$ cat config.mk
export PLATFORM = sky130hd
export DESIGN_NAME = wave_timer_chan
export DESIGN_NICKNAME = d
export VERILOG_FILES = /design/src/rtl/wtc_pkg.sv /design/src/rtl/wtc_evt_sync.sv /design/src/rtl/wtc_count_core.sv /design/src/rtl/wtc_flags.sv /design/src/rtl/wave_timer_chan.sv
export SDC_FILE = /design/constraint.sdc
export NUM_CORES = 1
export LEC_CHECK = 0
export BUFFER_PORTS_ARGS = -buffer_cell sky130_fd_sc_hd__buf_2
export CAP_MARGIN = 20
export CORE_UTILIZATION = 40
export DETAILED_ROUTE_END_ITERATION = 16
export SLEW_MARGIN = 15
export SYNTH_ARGS = -nofsm -noshare
export SYNTH_HDL_FRONTEND = slang
export SYNTH_SLANG_ARGS = --single-unit
$ cat constraint.sdc
create_clock -name clk -period 4.14 [get_ports clk]
set_input_delay 0.828 -clock clk [delete_from_list [all_inputs] [get_ports clk]]
set_output_delay 0.828 -clock clk [all_outputs]
set_load 0.02 [all_outputs]
$ cat src/rtl/wtc_pkg.sv
package wtc_pkg;

    typedef enum logic [1:0] {
        MD_UP      = 2'd0,
        MD_UPDN    = 2'd1,
        MD_UP_RC   = 2'd2,
        MD_UPDN_RC = 2'd3
    } wtc_mode_e;

    typedef enum logic [1:0] {
        EG_NONE = 2'd0,
        EG_RISE = 2'd1,
        EG_FALL = 2'd2,
        EG_BOTH = 2'd3
    } wtc_edge_e;

    typedef enum logic [1:0] {
        ST_IDLE = 2'd0,
        ST_HALT = 2'd1,
        ST_UP   = 2'd2,
        ST_DOWN = 2'd3
    } wtc_state_e;

    typedef struct packed {
        logic       trig_en;
        logic [1:0] src;
        wtc_edge_e  edge_sel;
        logic       stop_on_rc;
        wtc_mode_e  mode;
        logic       wave_en;
    } wtc_cfg_t;

    localparam int CFG_W = $bits(wtc_cfg_t);

endpackage

$ cat src/rtl/wtc_evt_sync.sv
module wtc_evt_sync
    import wtc_pkg::*;
#(
    parameter int N_SRC       = 4,
    parameter int SYNC_STAGES = 2,
    localparam int SEL_W      = (N_SRC > 1) ? $clog2(N_SRC) : 1
) (
    input  logic             clk,
    input  logic             rst_n,
    input  logic [N_SRC-1:0] src_in,
    input  logic [SEL_W-1:0] sel,
    input  wtc_edge_e        edge_sel,
    output logic             evt_pulse
);

    logic [N_SRC-1:0] rise;
    logic [N_SRC-1:0] fall;

    // one synchronizer plus a history flop for each source
    for (genvar g = 0; g < N_SRC; g++) begin : g_src
        logic [SYNC_STAGES:0] pipe;
        always_ff @(posedge clk or negedge rst_n) begin
            if (!rst_n) begin
                pipe <= '0;
            end else begin
                pipe <= {pipe[SYNC_STAGES-1:0], src_in[g]};
            end
        end
        assign rise[g] = pipe[SYNC_STAGES-1] & ~pipe[SYNC_STAGES];
        assign fall[g] = ~pipe[SYNC_STAGES-1] & pipe[SYNC_STAGES];
    end

    always_comb begin
        unique case (edge_sel)
            EG_NONE: evt_pulse = 1'b0;
            EG_RISE: evt_pulse = rise[sel];
            EG_FALL: evt_pulse = fall[sel];
            EG_BOTH: evt_pulse = rise[sel] | fall[sel];
        endcase
    end


    evt_single_chk: assert property (@(posedge clk) disable iff (!rst_n)
        (evt_pulse && edge_sel != EG_BOTH)
        |=> (!evt_pulse || !$stable(sel) || !$stable(edge_sel)));

endmodule

$ cat src/rtl/wtc_count_core.sv
module wtc_count_core
    import wtc_pkg::*;
#(
    parameter int CNT_W = 16
) (
    input  logic             clk,
    input  logic             rst_n,
    input  logic             wave_en,
    input  wtc_mode_e        mode,
    input  logic             stop_on_rc,
    input  logic [CNT_W-1:0] rc,
    input  logic             tick,
    input  logic             trig,
    input  logic             cmd_start,
    input  logic             cmd_stop,
    output logic [CNT_W-1:0] cnt,
    output logic             rc_hit,
    output logic             ovf_hit
);

    localparam logic [CNT_W-1:0] CNT_MAX = '1;
    localparam logic [CNT_W-1:0] CNT_ONE = {{(CNT_W-1){1'b0}}, 1'b1};

    wtc_state_e       st_q, st_n, step_dir;
    logic [CNT_W-1:0] cnt_q, cnt_n, step_val;
    logic             updown, autotrig, running, step_go, ovf_raw;

    assign updown   = (mode == MD_UPDN) || (mode == MD_UPDN_RC);
    assign autotrig = (mode == MD_UP_RC) || (mode == MD_UPDN_RC);
    assign running  = (st_q == ST_UP) || (st_q == ST_DOWN);
    assign step_go  = wave_en && running && tick && !trig;

    // value and direction after one counting step
    always_comb begin
        step_val = cnt_q;
        step_dir = st_q;
        ovf_raw  = 1'b0;
        if (st_q == ST_DOWN && updown) begin
            if (cnt_q == '0) begin
                step_val = CNT_ONE;
                step_dir = ST_UP;
            end else begin
                step_val = cnt_q - CNT_ONE;
            end
        end else begin
            step_dir = ST_UP;
            if (autotrig && cnt_q == rc) begin
                if (updown) begin
                    step_dir = ST_DOWN;
                    step_val = (cnt_q == '0) ? '0 : cnt_q - CNT_ONE;
                end else begin
                    step_val = '0;
                end
            end else if (cnt_q == CNT_MAX) begin
                ovf_raw = 1'b1;
                if (updown) begin
                    step_val = CNT_MAX - CNT_ONE;
                    step_dir = ST_DOWN;
                end else begin
                    step_val = '0;
                end
            end else begin
                step_val = cnt_q + CNT_ONE;
            end
        end
    end

    assign rc_hit  = step_go && (step_val == rc);
    assign ovf_hit = step_go && ovf_raw;

    // next state and next count
    always_comb begin
        st_n  = st_q;
        cnt_n = cnt_q;
        unique case (st_q)
            ST_IDLE: begin
                if (wave_en) st_n = ST_HALT;
            end
            ST_HALT: begin
                if (trig) begin
                    cnt_n = '0;
                    st_n  = cmd_stop ? ST_HALT : ST_UP;
                end else if (cmd_start && !cmd_stop) begin
                    st_n = ST_UP;
                end
            end
            ST_UP, ST_DOWN: begin
                if (trig) begin
                    cnt_n = '0;
                    st_n  = cmd_stop ? ST_HALT : ST_UP;
                end else begin
                    if (tick) begin
                        cnt_n = step_val;
                        st_n  = step_dir;
                    end
                    if (cmd_stop || (rc_hit && stop_on_rc)) st_n = ST_HALT;
                end
            end
        endcase
        if (!wave_en) begin
            st_n  = ST_IDLE;
            cnt_n = cnt_q;
        end
    end

    // state register
    always_ff @(posedge clk or negedge rst_n) begin
        if (!rst_n) st_q <= ST_IDLE;
        else        st_q <= st_n;
    end

    // counter register
    always_ff @(posedge clk or negedge rst_n) begin
        if (!rst_n) cnt_q <= '0;
        else        cnt_q <= cnt_n;
    end

    assign cnt = cnt_q;


    idle_hold_chk: assert property (@(posedge clk) disable iff (!rst_n)
        (st_q == ST_IDLE) |=> (cnt_q == $past(cnt_q)));


    halt_hold_chk: assert property (@(posedge clk) disable iff (!rst_n)
        (st_q == ST_HALT && !trig) |=> $stable(cnt_q));


    trig_zero_chk: assert property (@(posedge clk) disable iff (!rst_n)
        (trig && wave_en && st_q != ST_IDLE) |=> (cnt_q == '0));


    up_inc_chk: assert property (@(posedge clk) disable iff (!rst_n)
        (step_go && st_q == ST_UP && mode == MD_UP && cnt_q != CNT_MAX)
        |=> (cnt_q == $past(cnt_q) + CNT_ONE));


    rc_stop_chk: assert property (@(posedge clk) disable iff (!rst_n)
        (rc_hit && stop_on_rc) |=> (st_q == ST_HALT));

endmodule

$ cat src/rtl/wtc_flags.sv
module wtc_flags #(
    parameter int N_FLAGS = 3
) (
    input  logic               clk,
    input  logic               rst_n,
    input  logic [N_FLAGS-1:0] set,
    input  logic               clr,
    output logic [N_FLAGS-1:0] flags
);

    for (genvar g = 0; g < N_FLAGS; g++) begin : g_flag
        always_ff @(posedge clk or negedge rst_n) begin
            if (!rst_n)      flags[g] <= 1'b0;
            else if (set[g]) flags[g] <= 1'b1;
            else if (clr)    flags[g] <= 1'b0;
        end


        flag_clr_chk: assert property (@(posedge clk) disable iff (!rst_n)
            (clr && !set[g]) |=> !flags[g]);


        flag_set_chk: assert property (@(posedge clk) disable iff (!rst_n)
            set[g] |=> flags[g]);
    end

endmodule

$ cat src/rtl/wave_timer_chan.sv
module wave_timer_chan
    import wtc_pkg::*;
#(
    parameter int CNT_W = 16,
    parameter int N_AUX = 3,
    localparam int N_SRC = N_AUX + 1
) (
    input  logic             clk,
    input  logic             rst_n,
    input  logic             tick,
    input  logic             cfg_we,
    input  logic [CFG_W-1:0] cfg_wdata,
    input  logic             rc_we,
    input  logic [CNT_W-1:0] rc_wdata,
    input  logic             cmd_start,
    input  logic             cmd_stop,
    input  logic             cmd_swtrig,
    input  logic             stat_rd,
    input  logic [N_AUX-1:0] aux_in,
    input  logic             b_in,
    output logic [CNT_W-1:0] count,
    output logic             b_oe,
    output logic             flag_rc,
    output logic             flag_ovf,
    output logic             flag_evt
);

    wtc_cfg_t         cfg_q, cfg_new;
    logic [CNT_W-1:0] rc_q;
    logic             evt_pulse, trig, rc_hit, ovf_hit;
    logic [2:0]       flag_set, flag_q;

    assign cfg_new = wtc_cfg_t'(cfg_wdata);

    always_ff @(posedge clk or negedge rst_n) begin
        if (!rst_n) begin
            cfg_q <= '0;
            rc_q  <= '0;
        end else begin
            if (cfg_we) cfg_q <= cfg_new;
            if (rc_we)  rc_q  <= rc_wdata;
        end
    end

    wtc_evt_sync #(
        .N_SRC       (N_SRC),
        .SYNC_STAGES (2)
    ) u_evt (
        .clk       (clk),
        .rst_n     (rst_n),
        .src_in    ({aux_in, b_in}),
        .sel       (cfg_q.src),
        .edge_sel  (cfg_q.edge_sel),
        .evt_pulse (evt_pulse)
    );

    assign trig = cfg_q.wave_en && ((evt_pulse && cfg_q.trig_en) || cmd_swtrig);

    wtc_count_core #(
        .CNT_W (CNT_W)
    ) u_core (
        .clk        (clk),
        .rst_n      (rst_n),
        .wave_en    (cfg_q.wave_en),
        .mode       (cfg_q.mode),
        .stop_on_rc (cfg_q.stop_on_rc),
        .rc         (rc_q),
        .tick       (tick),
        .trig       (trig),
        .cmd_start  (cmd_start),
        .cmd_stop   (cmd_stop),
        .cnt        (count),
        .rc_hit     (rc_hit),
        .ovf_hit    (ovf_hit)
    );

    assign flag_set = {evt_pulse && cfg_q.wave_en, ovf_hit, rc_hit};

    wtc_flags #(
        .N_FLAGS (3)
    ) u_flags (
        .clk   (clk),
        .rst_n (rst_n),
        .set   (flag_set),
        .clr   (stat_rd),
        .flags (flag_q)
    );

    assign flag_rc  = flag_q[0];
    assign flag_ovf = flag_q[1];
    assign flag_evt = flag_q[2];

    // B line is an input whenever it is the event source
    assign b_oe = cfg_q.wave_en && (cfg_q.src != 2'd0);


    b_input_chk: assert property (@(posedge clk) disable iff (!rst_n)
        (cfg_we && cfg_new.src == 2'd0) |=> !b_oe);


    b_idle_chk: assert property (@(posedge clk) disable iff (!rst_n)
        (cfg_we && !cfg_new.wave_en) |=> !b_oe);

endmodule

==> run_summary.xml <==
<?xml version="1.0" encoding="UTF-8"?>
<metrics>
  <group name="layout">
    <metric name="diodes" unit="">0</metric>
    <metric name="area_delta_synth_final" unit="%">15.3</metric>
    <metric name="nNetsFinal" unit="">500</metric>
    <metric name="layout_cells_sized_above_1" unit="%">23.7</metric>
  </group>
  <group name="synthesis">
    <metric name="synth.cell_area" unit="µm²">3820</metric>
    <metric name="synth_top_cells_by_area" unit="">dfrtp_1 38%, xor2_1 7.1%, mux2_2 5.6%, o21ai_0 3.7%, nand2_1 3.6%</metric>
    <metric name="synth_top_area_share" unit="%">38.0</metric>
    <metric name="async_reset_ff_share" unit="%">100</metric>
    <metric name="yosysSeqAreaShare" unit="%">38.0</metric>
    <metric name="synth.ff_latch_count" unit="">58</metric>
    <metric name="synth_area_leader_cell" unit="">dfrtp_1</metric>
    <metric name="synth.cells.most_frequent" unit="">58 x dfrtp_1, 37 x nand2_1, 31 x xor2_1, 28 x o21ai_0</metric>
    <metric name="yosys.cell_types.count" unit="">61</metric>
    <metric name="synth.most_common_cell" unit="">dfrtp_1</metric>
    <metric name="number_of_nets_produced_by_synthesis" unit="">456</metric>
    <metric name="synthCells" unit="">416</metric>
    <metric name="synth_enable_flop_cells" unit="">0</metric>
    <metric name="synth.yosys.warnings" unit="">0</metric>
    <metric name="postSynthAreaPerCell" unit="µm²">9.17</metric>
    <metric name="postSynth.topFlopCell" unit="">dfrtp_1</metric>
  </group>
  <group name="sta">
    <metric name="period_utilization_post_route" unit="%">87.2</metric>
    <metric name="min_period" unit="ns">3.61</metric>
    <metric name="fin_skew" unit="ns">0.00976</metric>
    <metric name="unrepaired_setup_endpoints_after_global_routing" unit="">false</metric>
    <metric name="finalSetupTns" unit="ns">0</metric>
    <metric name="setup_viol_count_final" unit="">0</metric>
    <metric name="max-slew-margin-rel" unit="%">39.8</metric>
    <metric name="worst_pin_slew" unit="ns">0.899</metric>
    <metric name="hold_viol" unit="">0</metric>
    <metric name="slew_violations" unit="">0</metric>
    <metric name="max_freq" unit="MHz">277</metric>
    <metric name="least_setup_slack_across_all_paths_after_layout" unit="ns">0.530</metric>
  </group>
  <group name="clock_network">
    <metric name="holdBufCountCts" unit="">0</metric>
    <metric name="cts.clk_slew.worst_paths" unit="ns">0.07</metric>
    <metric name="tritoncts" unit="">built</metric>
    <metric name="cts_made_buffers" unit="">9</metric>
    <metric name="clock-root-buffer" unit="">clkbuf_8</metric>
    <metric name="clkSinkCount" unit="">58</metric>
    <metric name="clock_path_buffers" unit="">2</metric>
    <metric name="cts_post_setup_buffers_inserted" unit="">0</metric>
    <metric name="postCtsResizedCells" unit="">0</metric>
    <metric name="h_tree_lvl_count" unit="">3</metric>
    <metric name="clkLatencyLatePin" unit="ns">0.33</metric>
  </group>
  <group name="floorplan">
    <metric name="chipHeight" unit="µm">99.7</metric>
    <metric name="initial_utilization" unit="%">41.3</metric>
    <metric name="number_of_top_level_pins" unit="">58</metric>
    <metric name="floorplan.die_area" unit="µm²">9940</metric>
    <metric name="core.rowCount" unit="">35</metric>
    <metric name="fp.coreArea" unit="µm²">9240</metric>
    <metric name="die-width" unit="µm">99.7</metric>
  </group>
  <group name="routing">
    <metric name="detail_route.wirelength" unit="µm">11200</metric>
    <metric name="drtAntennaViolNets" unit="">0</metric>
    <metric name="vias" unit="">3493</metric>
    <metric name="avgViaCountPerCell" unit="">5.88</metric>
    <metric name="wl_per_cell" unit="µm">18.9</metric>
    <metric name="drt_pass1_iterations" unit="">5</metric>
    <metric name="first_iter_violations" unit="">306</metric>
    <metric name="drt_drc_violations_left" unit="">0</metric>
  </group>
  <group name="grt">
    <metric name="grt_antenna_before_repair" unit="">0</metric>
    <metric name="busiest_layer" unit="">met2</metric>
    <metric name="grt-ovfl-total" unit="">0</metric>
    <metric name="grtUsageMet1" unit="%">32.2</metric>
    <metric name="grt_first_pass_wirelength" unit="µm">17800</metric>
    <metric name="pin_count_of_the_biggest_net_entering_global_routing" unit="">32</metric>
    <metric name="use_met3" unit="%">5.90</metric>
    <metric name="grt.met2_usage" unit="%">35.6</metric>
    <metric name="number_of_global_route_vias_before_repair" unit="">3266</metric>
    <metric name="globalRouteTotalUtil" unit="%">23.7</metric>
  </group>
  <group name="placement">
    <metric name="place_worst_setup_slack" unit="ns">0.560</metric>
    <metric name="routabilityCongestion" unit="">0.982</metric>
    <metric name="dp_hpwl" unit="µm">8440</metric>
    <metric name="buffer_ports.inserted" unit="">57</metric>
  </group>
  <group name="critical_path">
    <metric name="worstSetupEndpointType" unit="">flop</metric>
    <metric name="timing.critical_path.from_type" unit="">flop</metric>
    <metric name="worst-setup-path-type" unit="">flop to flop</metric>
    <metric name="critical_path_peak_fanout" unit="">17</metric>
    <metric name="worst-endpoint-required" unit="ns">4.36</metric>
    <metric name="worstPathArrival" unit="ns">3.83</metric>
  </group>
  <group name="flow_run">
    <metric name="maxCapViolCount" unit="">0</metric>
  </group>
  <group name="worst_hold_path">
    <metric name="hold_path_class" unit="">flop to flop</metric>
  </group>
  <group name="power">
    <metric name="ir_worst_vdd" unit="µV">253</metric>
    <metric name="power.leakage" unit="nW">1.94</metric>
    <metric name="power.total" unit="mW">1.48</metric>
    <metric name="p_per_area" unit="nW/µm²">336</metric>
  </group>
  <group name="run_status">
    <metric name="run_status" unit="">finished clean</metric>
  </group>
</metrics>
-- critical path, stage by stage (launching register included) --
cell,delay [ns]
dfrtp_1,0.73
nand4_2,0.31
nor2_2,0.36
nand3_1,0.37
o21ai_1,0.35
mux2i_1,0.21
a211o_1,0.34
a2111oi_2,0.33
nand3_2,0.18
o31ai_2,0.20
a211oi_1,0.09
-- cell type report --
cell class,instances,area [µm²]
clock buffers,9,124
well taps,129,161
clock inverters,7,125
repair buffers,61,315
inverters,19,71.3
flip-flops and latches,58,1450
multi-input cells,311,2150
fillers,880,4840
-- logic make-up after synthesis --
kind of cell | Yosys count | share of synthesized area (%)
xor gates and xnor gates | 42 | 9.64
AOI/OAI and AO/OA | 94 | 17.5
buffers and inverters | 47 | 5.61
and+or+nand+nor | 146 | 20.9
DFF | 58 | 38.0
adders and majority gates | 2 | 0.656
muxes | 27 | 7.71
-- report_power, final --
group / switching [mW] / internal (mW) / leakage (nW)
Sequential: 0.0416 / 0.600 / 0.725
Clock: 0.247 / 0.405 / 0.124
Combinational: 0.104 / 0.0788 / 1.09
-- flip-flops by register name, indices dropped and copies added (netlist names) --
signal	flops
cfg_q	9
rc_q	16
u_core.cnt	16
u_core.st_q	2
u_evt.g_src.pipe	12
u_flags.flags	3
-- stage by stage --
step / cells / utilization, % / hold WS (ns) / cell area, µm²
after CTS: 594 / 47.6 / 0.354 / 4400
after global placement: 578 / 44.9 / 0.333 / 4150
after global routing: 594 / 47.6 / 0.358 / 4400
after detailed placement: 578 / 44.9 / 0.336 / 4150
final: 594 / 47.6 / 0.351 / 4400
after floorplan: 416 / - / 0.331 / 3820
-- path summary, 6_finish.rpt --
check                                       start                endpoint  slack, ns  cells after the start
setup / recovery                    u_core.cnt[2]          u_core.st_q[1]       0.53                     10
hold / removal             u_evt.g_src[3].pipe[0]  u_evt.g_src[3].pipe[1]       0.35                      0
setup reg to reg                    u_core.cnt[2]          u_core.st_q[1]       0.53                     10
hold reg to reg            u_evt.g_src[3].pipe[0]  u_evt.g_src[3].pipe[1]       0.35                      0
max in group asynchronous                   rst_n                rc_q[10]       2.75                      2
min in group asynchronous                   rst_n                cfg_q[1]       0.53                      1
-- layout by cell type (no fill, tap or decap), drive strengths merged, types with 9 or more instances in the layout --
master,count
nor2,21
nor4,12
clkbuf,9
nand4,16
a21oi,11
xnor2,11
nor3,20
buf,61
nand3,13
xor2,31
dfrtp,58
nand2,37
mux2,19
o21ai,31
inv,20
-- layer usage --
layer | wire length (µm) | share of wire [%]
met1 | 4790 | 43
met3 | 1060 | 9.4
met2 | 4970 | 44
met4 | 421 | 3.7
met5 | 0 | 0
No activity file was read; power rests on OpenSTA's default activity.
